File: src/rtl/isa8_pkg.sv
`timescale 1ns/1ps
package isa8_pkg;

  typedef enum logic [3:0] {
    ST_IDLE,
    ST_LA,
    ST_BALE,
    ST_GAP,
    ST_CMD,
    ST_WAIT,
    ST_HOLD,
    ST_RUN,
    ST_REC
  } seq_st_e;

  function automatic int cdiv(input int t_ns, input int clk_ns);
    return (t_ns + clk_ns - 1) / clk_ns;
  endfunction

  function automatic int imax(input int a, input int b);
    return (a > b) ? a : b;
  endfunction

endpackage

File: src/rtl/isa8_rst_sync.sv
`timescale 1ns/1ps
module isa8_rst_sync (
  input  logic clk,
  input  logic arst_n,
  output logic rst_n_o
);
  logic [1:0] sh_q;

  always_ff @(posedge clk or negedge arst_n) begin
    if (!arst_n) sh_q <= 2'b00;
    else         sh_q <= {sh_q[0], 1'b1};
  end

  assign rst_n_o = sh_q[1];
endmodule

File: src/rtl/isa8_sync.sv
`timescale 1ns/1ps
module isa8_sync #(
  parameter int   STAGES  = 2,
  parameter logic RST_VAL = 1'b1
) (
  input  logic clk,
  input  logic rst_n,
  input  logic d_i,
  output logic q_o
);
  logic [STAGES-1:0] sh_q;

  generate
    if (STAGES == 1) begin : g_one
      always_ff @(posedge clk or negedge rst_n) begin
        if (!rst_n) sh_q <= RST_VAL;
        else        sh_q <= d_i;
      end
    end else begin : g_many
      always_ff @(posedge clk or negedge rst_n) begin
        if (!rst_n) sh_q <= {STAGES{RST_VAL}};
        else        sh_q <= {sh_q[STAGES-2:0], d_i};
      end
    end
  endgenerate

  assign q_o = sh_q[STAGES-1];
endmodule

File: src/rtl/isa8_down_cnt.sv
`timescale 1ns/1ps
module isa8_down_cnt #(
  parameter int W = 5
) (
  input  logic         clk,
  input  logic         rst_n,
  input  logic         ld_i,
  input  logic [W-1:0] val_i,
  output logic         zero_o
);
  logic [W-1:0] cnt_q, cnt_d;

  always_comb begin
    cnt_d = cnt_q;
    if (ld_i)               cnt_d = val_i;
    else if (cnt_q != '0)   cnt_d = cnt_q - 1'b1;
  end

  always_ff @(posedge clk or negedge rst_n) begin
    if (!rst_n) cnt_q <= '0;
    else        cnt_q <= cnt_d;
  end

  assign zero_o = (cnt_q == '0);


  cnt_hold_chk: assert property (@(posedge clk) disable iff (!rst_n)
    (!ld_i && cnt_q == '0) |=> (cnt_q == '0));
endmodule

File: src/rtl/isa8_mem_seq.sv
`timescale 1ns/1ps
module isa8_mem_seq
  import isa8_pkg::*;
#(
  parameter int CLK_NS      = 25,
  parameter int ADDR_W      = 24,
  parameter int LA_LSB      = 17,
  parameter int SA_W        = 20,
  parameter int T_LA_SA     = 15,
  parameter int T_BALE_W    = 35,
  parameter int T_SA_BALE   = 45,
  parameter int T_LA_BALE   = 60,
  parameter int T_LA_HOLD   = 40,
  parameter int T_BALE_CMD  = 140,
  parameter int T_SA_CMD    = 160,
  parameter int T_DIR_CMD   = 170,
  parameter int T_PW_WR     = 500,
  parameter int T_PW_RD     = 550,
  parameter int T_RH_WR     = 110,
  parameter int T_RH_RD     = 160,
  parameter int T_WD_HOLD   = 50,
  parameter int RDY_SAMPLE  = 2,
  parameter int SYNC_STAGES = 2
) (
  input  logic                     clk,
  input  logic                     rst_n,
  input  logic                     req_i,
  input  logic                     wr_i,
  input  logic [ADDR_W-1:0]        addr_i,
  input  logic [7:0]               wdata_i,
  output logic                     busy_o,
  output logic                     done_o,
  output logic [7:0]               rdata_o,
  output logic [ADDR_W-LA_LSB-1:0] la_o,
  output logic                     la_oe_o,
  output logic [SA_W-1:0]          sa_o,
  output logic                     sa_oe_o,
  output logic                     bale_o,
  output logic                     memr_n_o,
  output logic                     memw_n_o,
  output logic                     dbuf_en_o,
  output logic                     rd_dir_o,
  output logic [7:0]               wd_o,
  output logic                     wd_oe_o,
  input  logic [7:0]               rd_i,
  input  logic                     iochrdy_i
);

  localparam int LA_W   = ADDR_W - LA_LSB;
  localparam int C_LASA = imax(1, cdiv(T_LA_SA, CLK_NS));
  localparam int C_BALE = imax(1, imax(imax(cdiv(T_BALE_W, CLK_NS), cdiv(T_SA_BALE, CLK_NS)),
                                       cdiv(T_LA_BALE, CLK_NS) - C_LASA));
  localparam int C_GAP  = imax(1, imax(imax(cdiv(T_BALE_CMD, CLK_NS), cdiv(T_SA_CMD, CLK_NS) - C_BALE),
                                       imax(cdiv(T_LA_HOLD, CLK_NS),
                                            cdiv(T_DIR_CMD, CLK_NS) - C_LASA - C_BALE)));
  localparam int C_RDY  = imax(2, RDY_SAMPLE);
  localparam int C_PW_W = imax(C_RDY + 1, cdiv(T_PW_WR, CLK_NS));
  localparam int C_PW_R = imax(C_RDY + 1, cdiv(T_PW_RD, CLK_NS));
  localparam int C_RH_W = imax(1, cdiv(T_RH_WR, CLK_NS));
  localparam int C_RH_R = imax(1, cdiv(T_RH_RD, CLK_NS));
  localparam int C_RC_W = imax(1, cdiv(T_WD_HOLD, CLK_NS));
  localparam int C_RC_R = 1;
  localparam int C_MAX  = imax(imax(imax(C_PW_W, C_PW_R), imax(C_GAP, C_BALE)),
                               imax(imax(C_RH_W, C_RH_R), imax(C_RC_W, C_LASA)));
  localparam int CNT_W  = $clog2(C_MAX + 1);

  // Reset release and ready synchronization
  logic rst_q_n;
  logic rdy_s;

  isa8_rst_sync u_rst (
    .clk     (clk),
    .arst_n  (rst_n),
    .rst_n_o (rst_q_n)
  );

  isa8_sync #(.STAGES(SYNC_STAGES), .RST_VAL(1'b1)) u_rdy (
    .clk   (clk),
    .rst_n (rst_q_n),
    .d_i   (iochrdy_i),
    .q_o   (rdy_s)
  );

  // Phase timer and command width timer
  logic             ph_ld, pw_ld, ph_done, pw_done;
  logic [CNT_W-1:0] ph_val, pw_val;

  isa8_down_cnt #(.W(CNT_W)) u_ph (
    .clk    (clk),
    .rst_n  (rst_q_n),
    .ld_i   (ph_ld),
    .val_i  (ph_val),
    .zero_o (ph_done)
  );

  isa8_down_cnt #(.W(CNT_W)) u_pw (
    .clk    (clk),
    .rst_n  (rst_q_n),
    .ld_i   (pw_ld),
    .val_i  (pw_val),
    .zero_o (pw_done)
  );

  // Request registers
  seq_st_e           st_q, st_d;
  logic              take;
  logic              wr_q;
  logic [ADDR_W-1:0] addr_q;
  logic [7:0]        wd_q;
  logic [7:0]        rdata_q;
  logic              done_q, done_d;
  logic              cap;

  assign take = req_i && (st_q == ST_IDLE);

  always_ff @(posedge clk or negedge rst_q_n) begin
    if (!rst_q_n) begin
      wr_q   <= 1'b0;
      addr_q <= '0;
      wd_q   <= '0;
    end else if (take) begin
      wr_q   <= wr_i;
      addr_q <= addr_i;
      wd_q   <= wdata_i;
    end
  end

  always_ff @(posedge clk or negedge rst_q_n) begin
    if (!rst_q_n)            rdata_q <= '0;
    else if (cap && !wr_q)   rdata_q <= rd_i;
  end

  // Next-state logic
  always_comb begin
    st_d   = st_q;
    ph_ld  = 1'b0;
    ph_val = '0;
    pw_ld  = 1'b0;
    pw_val = '0;
    cap    = 1'b0;
    done_d = 1'b0;
    unique case (st_q)
      ST_IDLE: if (req_i) begin
        st_d = ST_LA;  ph_ld = 1'b1; ph_val = CNT_W'(C_LASA - 1);
      end
      ST_LA: if (ph_done) begin
        st_d = ST_BALE; ph_ld = 1'b1; ph_val = CNT_W'(C_BALE - 1);
      end
      ST_BALE: if (ph_done) begin
        st_d = ST_GAP; ph_ld = 1'b1; ph_val = CNT_W'(C_GAP - 1);
      end
      ST_GAP: if (ph_done) begin
        st_d   = ST_CMD;
        ph_ld  = 1'b1; ph_val = CNT_W'(C_RDY - 1);
        pw_ld  = 1'b1; pw_val = wr_q ? CNT_W'(C_PW_W - 1) : CNT_W'(C_PW_R - 1);
      end
      ST_CMD: if (ph_done) begin
        st_d = rdy_s ? ST_RUN : ST_WAIT;
      end
      ST_WAIT: if (rdy_s) begin
        st_d  = ST_HOLD;
        ph_ld = 1'b1; ph_val = wr_q ? CNT_W'(C_RH_W - 1) : CNT_W'(C_RH_R - 1);
      end
      ST_HOLD: if (ph_done && pw_done) begin
        st_d  = ST_REC; cap = 1'b1;
        ph_ld = 1'b1; ph_val = wr_q ? CNT_W'(C_RC_W - 1) : CNT_W'(C_RC_R - 1);
      end
      ST_RUN: if (pw_done) begin
        st_d  = ST_REC; cap = 1'b1;
        ph_ld = 1'b1; ph_val = wr_q ? CNT_W'(C_RC_W - 1) : CNT_W'(C_RC_R - 1);
      end
      ST_REC: if (ph_done) begin
        st_d = ST_IDLE; done_d = 1'b1;
      end
      default: st_d = ST_IDLE;
    endcase
  end

  always_ff @(posedge clk or negedge rst_q_n) begin
    if (!rst_q_n) begin
      st_q   <= ST_IDLE;
      done_q <= 1'b0;
    end else begin
      st_q   <= st_d;
      done_q <= done_d;
    end
  end

  // Output decode from state registers
  logic cmd_act, pre_cmd;

  assign cmd_act   = st_q inside {ST_CMD, ST_WAIT, ST_HOLD, ST_RUN};
  assign pre_cmd   = st_q inside {ST_LA, ST_BALE, ST_GAP};
  assign busy_o    = (st_q != ST_IDLE);
  assign done_o    = done_q;
  assign rdata_o   = rdata_q;
  assign la_oe_o   = (st_q != ST_IDLE);
  assign sa_oe_o   = (st_q != ST_IDLE) && (st_q != ST_LA);
  assign la_o      = la_oe_o ? addr_q[ADDR_W-1:LA_LSB] : '0;
  assign sa_o      = sa_oe_o ? addr_q[SA_W-1:0] : '0;
  assign bale_o    = (st_q == ST_BALE);
  assign memr_n_o  = !(cmd_act && !wr_q);
  assign memw_n_o  = !(cmd_act && wr_q);
  assign dbuf_en_o = cmd_act || ((st_q == ST_REC) && wr_q);
  assign rd_dir_o  = !wr_q && (pre_cmd || cmd_act);
  assign wd_oe_o   = wr_q && (st_q != ST_IDLE);
  assign wd_o      = wd_oe_o ? wd_q : '0;

  // Checker: strobe length since the last BALE
  logic        strb_on;
  logic [15:0] chk_len_q;

  assign strb_on = !memr_n_o || !memw_n_o;

  always_ff @(posedge clk or negedge rst_q_n) begin
    if (!rst_q_n)                              chk_len_q <= '0;
    else if (bale_o)                           chk_len_q <= '0;
    else if (strb_on && chk_len_q != 16'hFFFF) chk_len_q <= chk_len_q + 16'd1;
  end


  strb_excl_chk: assert property (@(posedge clk) disable iff (!rst_q_n)
    !(!memr_n_o && !memw_n_o));


  pw_min_chk: assert property (@(posedge clk) disable iff (!rst_q_n)
    $fell(strb_on) |-> (chk_len_q >= (wr_q ? 16'(C_PW_W) : 16'(C_PW_R))));


  bale_quiet_chk: assert property (@(posedge clk) disable iff (!rst_q_n)
    bale_o |-> (memr_n_o && memw_n_o));


  bale_addr_chk: assert property (@(posedge clk) disable iff (!rst_q_n)
    bale_o |-> (sa_oe_o && la_oe_o));


  done_pulse_chk: assert property (@(posedge clk) disable iff (!rst_q_n)
    done_o |=> !done_o);


  accept_chk: assert property (@(posedge clk) disable iff (!rst_q_n)
    $rose(busy_o) |-> $past(req_i));


  wr_drive_chk: assert property (@(posedge clk) disable iff (!rst_q_n)
    !memw_n_o |-> (wd_oe_o && dbuf_en_o && !rd_dir_o));


  rd_dir_chk: assert property (@(posedge clk) disable iff (!rst_q_n)
    !memr_n_o |-> (rd_dir_o && dbuf_en_o && !wd_oe_o));

endmodule

File: config.mk
export PLATFORM = sky130hd
export DESIGN_NAME = isa8_mem_seq
export DESIGN_NICKNAME = d
export VERILOG_FILES = /design/src/rtl/isa8_pkg.sv /design/src/rtl/isa8_rst_sync.sv /design/src/rtl/isa8_sync.sv /design/src/rtl/isa8_down_cnt.sv /design/src/rtl/isa8_mem_seq.sv
export SDC_FILE = /design/constraint.sdc
export NUM_CORES = 1
export LEC_CHECK = 0
export ABC_CLOCK_PERIOD_IN_PS = 2600
export CAP_MARGIN = 0
export CORE_MARGIN = 2
export CORE_UTILIZATION = 46
export CTS_CLUSTER_SIZE = 24
export DETAILED_ROUTE_END_ITERATION = 8
export GPL_TIMING_DRIVEN = 0
export PLACE_DENSITY_LB_ADDON = 0.3
export SLEW_MARGIN = 20
export SYNTH_ARGS = -nofsm -noshare
export SYNTH_HDL_FRONTEND = slang
export SYNTH_SLANG_ARGS = --single-unit
File: constraint.sdc
create_clock -name clk -period 2.6 [get_ports clk]
set_input_delay 0.26 -clock clk [delete_from_list [all_inputs] [get_ports clk]]
set_output_delay 0.26 -clock clk [all_outputs]
set_load 0.005 [all_outputs]
Yosys cells after proc, flatten, opt, wreduce, memory -nomap -nowiden
Cells that the tools add are included.
{"block": "totals", "ff_bits": 60, "in_bits": 45, "word_cells": 95}
{"block": "classes", "n_addsub": 2, "eq_ne": 18, "n_mux": 38, "reduce_logical": 27}
{"operator": "4-bit 2-to-1 mux", "count": 9}
{"operator": "4-bit case mux with 9 select lines", "count": 1}
{"operator": "5-bit 2-to-1 mux", "count": 6}
{"operator": "20-bit 2-to-1 mux", "count": 1}
{"operator": "4-bit by 3-bit equality test with 1-bit output, second input constant", "count": 4}
{"operator": "3-bit case mux with 5 select lines", "count": 1}
{"operator": "2-bit != test, second input constant", "count": 7}
{"operator": "1-bit 2-to-1 mux", "count": 11}
{"operator": "5-bit zero test", "count": 2}
{"operator": "5-bit nonzero test", "count": 2}
{"operator": "5-bit by 1-bit subtractor with 5-bit output, second input constant", "count": 2}
{"operator": "1-bit logical AND", "count": 9}
{"operator": "3-bit 2-to-1 mux", "count": 3}
{"operator": "9-bit AND reduction", "count": 1}
{"operator": "4-bit by 2-bit equality test with 1-bit output, second input constant", "count": 2}
{"operator": "8-bit 2-to-1 mux", "count": 1}
{"operator": "4-bit nonzero test", "count": 2}
{"operator": "7-bit 2-to-1 mux", "count": 1}
{"operator": "1-bit case mux with 5 select lines", "count": 1}
{"operator": "4-bit by 1-bit equality test with 1-bit output, second input constant", "count": 1}
{"operator": "4-bit equality test, second input constant", "count": 1}
{"operator": "4-bit zero test", "count": 1}
{"operator": "2-bit 2-to-1 mux", "count": 2}
{"operator": "2-bit by 1-bit != test with 1-bit output, second input constant", "count": 2}
{"operator": "8 further kinds", "count": 12}

Longest topological paths before layout
{"block": "logic_depth", "word_depth": 5, "ltp_mapped": 8, "ltp_nobuf": 7}

Modules after synthesis
From an unflattened synthesis, not the netlist that was laid out.
{"block": "unflattened", "cells_unflattened": 264, "hier_area_um2": 3114.2}
{"mod": "isa8_mem_seq", "n_inst": 1, "cells_per_inst": 205, "area_per_inst_um2": 2449.8}
{"mod": "isa8_down_cnt", "n_inst": 2, "cells_per_inst": 27, "area_per_inst_um2": 279.0}
{"mod": "isa8_rst_sync", "n_inst": 1, "cells_per_inst": 3, "area_per_inst_um2": 53.8}
{"mod": "isa8_sync", "n_inst": 1, "cells_per_inst": 2, "area_per_inst_um2": 52.6}

Worst setup path after synthesis
Ideal clock, no wire load.
{"block": "synth_timing", "kind": "flip-flop to flip-flop", "start": "register u_pw.cnt_q[0]", "end": "register rdata_q[0] (netlist: rdata_o[0])", "t_arrival_ns": 1.835, "required_time_ns": 2.475, "path_slack_ns": 0.640, "path_stages_with_launch": 7, "synth_period_minus_slack_ns": 1.960, "path_cell_list": "dfrtp_1 > inv_1 > ha_1 > nor4b_4 > nand2_1 > nor3_4 > mux2_2"}
{"block": "synth_between", "elab_chain_len": 5}
{"element": "start, declared", "line": "isa8_down_cnt.sv:11", "rtl": "logic [W-1:0] cnt_q, cnt_d;"}
{"element": "start signal, assigned", "line": "isa8_down_cnt.sv:21", "rtl": "else cnt_q <= cnt_d;"}
{"element": "5-bit zero test (*)", "line": "isa8_down_cnt.sv:24", "rtl": "assign zero_o = (cnt_q == '0);"}
{"element": "1-bit logical AND", "line": "isa8_mem_seq.sv:164", "rtl": "ST_HOLD: if (ph_done && pw_done) begin"}
{"element": "1-bit 2-to-1 mux", "line": "isa8_mem_seq.sv:164"}
{"element": "1-bit case mux with 2 select lines (*)", "line": "isa8_mem_seq.sv:142", "rtl": "unique case (st_q)"}
{"element": "1-bit logical AND (*)", "line": "isa8_mem_seq.sv:130", "rtl": "else if (cap && !wr_q) rdata_q <= rd_i;"}
{"element": "end signal, assigned", "line": "isa8_mem_seq.sv:130"}
{"element": "end, declared", "line": "isa8_mem_seq.sv:110", "rtl": "logic [7:0] rdata_q;"}
Every way passes the cells marked *; elsewhere a longest branch is shown, timed or not.
A chain may end at the register's enable or synchronous reset.

Worst setup path after layout
{"block": "layout_timing", "start": "register st_q[1]", "end": "output port la_o[2]"}
{"block": "layout_between", "elab_chain_len": 2}
{"element": "start, declared", "line": "isa8_mem_seq.sv:105", "rtl": "seq_st_e st_q, st_d;"}
{"element": "start signal, assigned", "line": "isa8_mem_seq.sv:184", "rtl": "st_q <= st_d;"}
{"element": "4-bit nonzero test", "line": "isa8_mem_seq.sv:197", "rtl": "assign la_oe_o = (st_q != ST_IDLE);"}
{"element": "7-bit 2-to-1 mux", "line": "isa8_mem_seq.sv:199", "rtl": "assign la_o = la_oe_o ? addr_q[ADDR_W-1:LA_LSB] : '0;"}
{"element": "end, declared", "line": "isa8_mem_seq.sv:34", "rtl": "output logic [ADDR_W-LA_LSB-1:0] la_o,"}
Every way passes these cells.

==> impl_metrics.json <==
{
  "clk_path_buf_depth": 2,
  "syn_nets": 309,
  "r2r-start": "u_pw.cnt_q[0]",
  "critPathSlowestCell": "dfrtp_1",
  "outcome": "complete, no violations",
  "grt_pass1_wl_microns": 11600,
  "period_share_pct": 94.7,
  "maxSlewViolCount": 0,
  "finalNetCount": 417,
  "synthTopCellsByArea": "dfrtp_1 (49%), mux2_2 (16%), nor2b_1 (4.5%)",
  "hold_ws_ns": 0.0820,
  "cp_slowest_stage_delay_ns": 0.52,
  "finalCriticalPeriod_ns": 2.46,
  "p_seq_share_pct": 30.6,
  "power_mw": 5.39,
  "vias": 2356,
  "syn_area_sq_um": 2930,
  "yosys.area.top_type": "dfrtp_1",
  "clockPowerShare_pct": 19.6,
  "cp_cell_sequence": "nor2_2 > nand2_1 > and2_1 > clkdlybuf4s50_1",
  "ctsHtreeMaxLevel": 3,
  "synth_edf_count": 0,
  "drtIter0Drc": 133,
  "fin_tns_setup_ns": 0,
  "placed_area_sq_um": 4020,
  "avgSynthCellArea_sq_um": 11.3,
  "finalHoldViolations": 0,
  "synthArstFlopShare_pct": 100,
  "path_clk_slew_ns": 0.07,
  "gr-usage-all-layers_pct": 21.0,
  "antenna_found_initial": 0,
  "setup_viol": 0,
  "cts_setup_buffers": 0,
  "insertion_delay_ns": 0.34,
  "num_io_pins": 98,
  "yosysMostFrequentCell": "dfrtp_1",
  "place_ws_ns": 0.159,
  "reg2reg_depth": 6,
  "route.detailed.drc": 0,
  "switchingPower_mw": 1.74,
  "start_util_pct": 47.0,
  "dieArea_sq_um": 7030,
  "fin_skew_ns": 0.00440,
  "cts_root_buffer": "clkbuf_8",
  "port_buffers": 97,
  "cap_violations": 0,
  "path_class": "register to output port",
  "power.density_nw_per_um2": 1260,
  "cts_sinks": 60,
  "ir_drop_v": 0.000639,
  "synthTopCellsByCount": "dfrtp_1 (58), mux2_2 (41), nor2b_1 (21)",
  "die_h_microns": 83.8,
  "hp-class": "input pin to async pin",
  "fp.dieW_microns": 83.8,
  "hpwl_microns": 5060,
  "routedWlPerCell_microns": 15.2,
  "final_area_sq_um": 4290,
  "drtAntennaViolNets": 0,
  "startpoint_type": "register",
  "crit_required_ns": 2.34,
  "first_global_vias": 2450,
  "synth_cells": 260,
  "ys_seq_area_share_pct": 51.3,
  "yosysUniqueCellTypes": 47,
  "setup_ws_ns": 0.138,
  "combPwrFrac_pct": 49.8,
  "gp_congestion": 0.929,
  "switching_share_pct": 32.3,
  "grt_start_max_net_pins": 42,
  "cts_tree": "yes",
  "dp_cells": 435,
  "rows": 29,
  "drt_first_pass_iters": 4,
  "crit_arrival_ns": 2.20,
  "synth_ff_type": "dfrtp_1",
  "path_max_fanout": 11,
  "ys_warn_count": 0,
  "fin_cells": 450,
  "reg2reg_slack_ns": 0.36,
  "overflow": 0,
  "core_area_sq_um": 6240,
  "syn2layout_area_growth_pct": 46.2,
  "maxSlewHeadroom_pct": 62.2,
  "fmax_mhz": 406,
  "detail_route.vias_per_cell": 5.24,
  "diodes": 0,
  "r2r-end": "rdata_o[4]",
  "p_leak_nw": 1.81,
  "numCtsBuffers": 9,
  "fin_util_pct": 68.7,
  "worst-slew-pin-transition_ns": 0.566,
  "synth-seq-cells": 60,
  "drive_above_1_share_pct": 20.9,
  "routed_wl_microns": 6850,
  "synth_top_area_share_pct": 49.5,
  "worstSetupEndpointType": "output port",
  "internal_power_mw": 3.65
}
## flip-flops by register name, summed over array words and instances, names as in the netlist
register and flops:
addr_q 24, rdata_o 8, wd_q 8, u_ph.cnt_q 5, u_pw.cnt_q 5, st_q 4
u_rdy.sh_q 2, u_rst.sh_q 2, done_o 1, wr_q 1
## layout make-up
type                       instances  area, sq um
clock buffer                      12          155
timing repair buffer              98          991
sequential                        60         1510
multi-input combinational        177         1350
buffer                            13         62.6
fill                             481         1950
inverter                           9         33.8
tap                               77         96.3
clock inverter                     4         95.1
## power by group through the flow
stage | combinational (mW) | sequential [mW] | clock [mW]
6_report | 2.68 | 1.65 | 1.06
5_1_grt | 2.94 | 1.71 | 1.12
4_1_cts | 2.73 | 1.63 | 1.08
3_5_place_dp | 2.69 | 1.65 | 0
3_3_place_gp | 2.64 | 1.63 | 0
2_1_floorplan | 1.46 | 1.58 | 0
## routing by layer
| metal | vias up | share of wire [%] | global-route usage (%) |
|---|---|---|---|
| met5 | - | 0 | 0 |
| met1 | 1146 | 43 | 26.7 |
| met3 | 18 | 5.4 | 7.32 |
| met2 | 74 | 48 | 32.5 |
| li1 | 1118 | - | - |
| met4 | 0 | 2.9 | 9.38 |
## cells by family after synthesis
logic type / count (synthesis) / synth area share, %
AO/OA/AOI/OAI: 30 / 6.66
XOR/XNOR: 5 / 1.49
adder cells (fa/ha/maj): 4 / 1.71
buffers and inverters: 23 / 3.24
flip-flops: 60 / 51.3
multiplexers: 41 / 15.7
other: 1 / 0.128
AND/OR/NAND/NOR: 96 / 19.8
## critical path, delay by kind of cell (launching register included)
family,cells,cell delay (ns)
and+or+nand+nor,3,0.87
DFF,1,0.52
buffers and inverters,1,0.46
## layout by cell type, fill, tap and decap left out, types with 5 or more instances in the layout
cell,n
clkdlybuf4s50_1,97
dfrtp_1,57
mux2_2,41
nor2b_1,21
and2_1,16
nand2_1,14
clkbuf_8,11
inv_1,9
nor2_1,9
a21oi_1,7
clkbuf_1,6
nor3_1,6
nand3_1,5
o21ai_0,5
## what timing repair did
action	4_1_cts	5_1_grt
setup endpoints to repair	37	36
resized for setup	5	3
hold buffers	0	0
gates cloned	0	0
## how the worst max path moves through the flow
stage	startpoint	to	slack, ns
floorplan	u_pw.cnt_q[0]	rdata_o[0]	0.64
global placement	u_rst.sh_q[1]	addr_q[12]	0.09
detailed placement	st_q[1]	wd_o[2]	0.16
CTS	st_q[1]	wd_o[2]	0.03
global route	st_q[1]	la_o[5]	-0.007
finish	st_q[1]	la_o[2]	0.14
(Power assumes the default switching activity.)
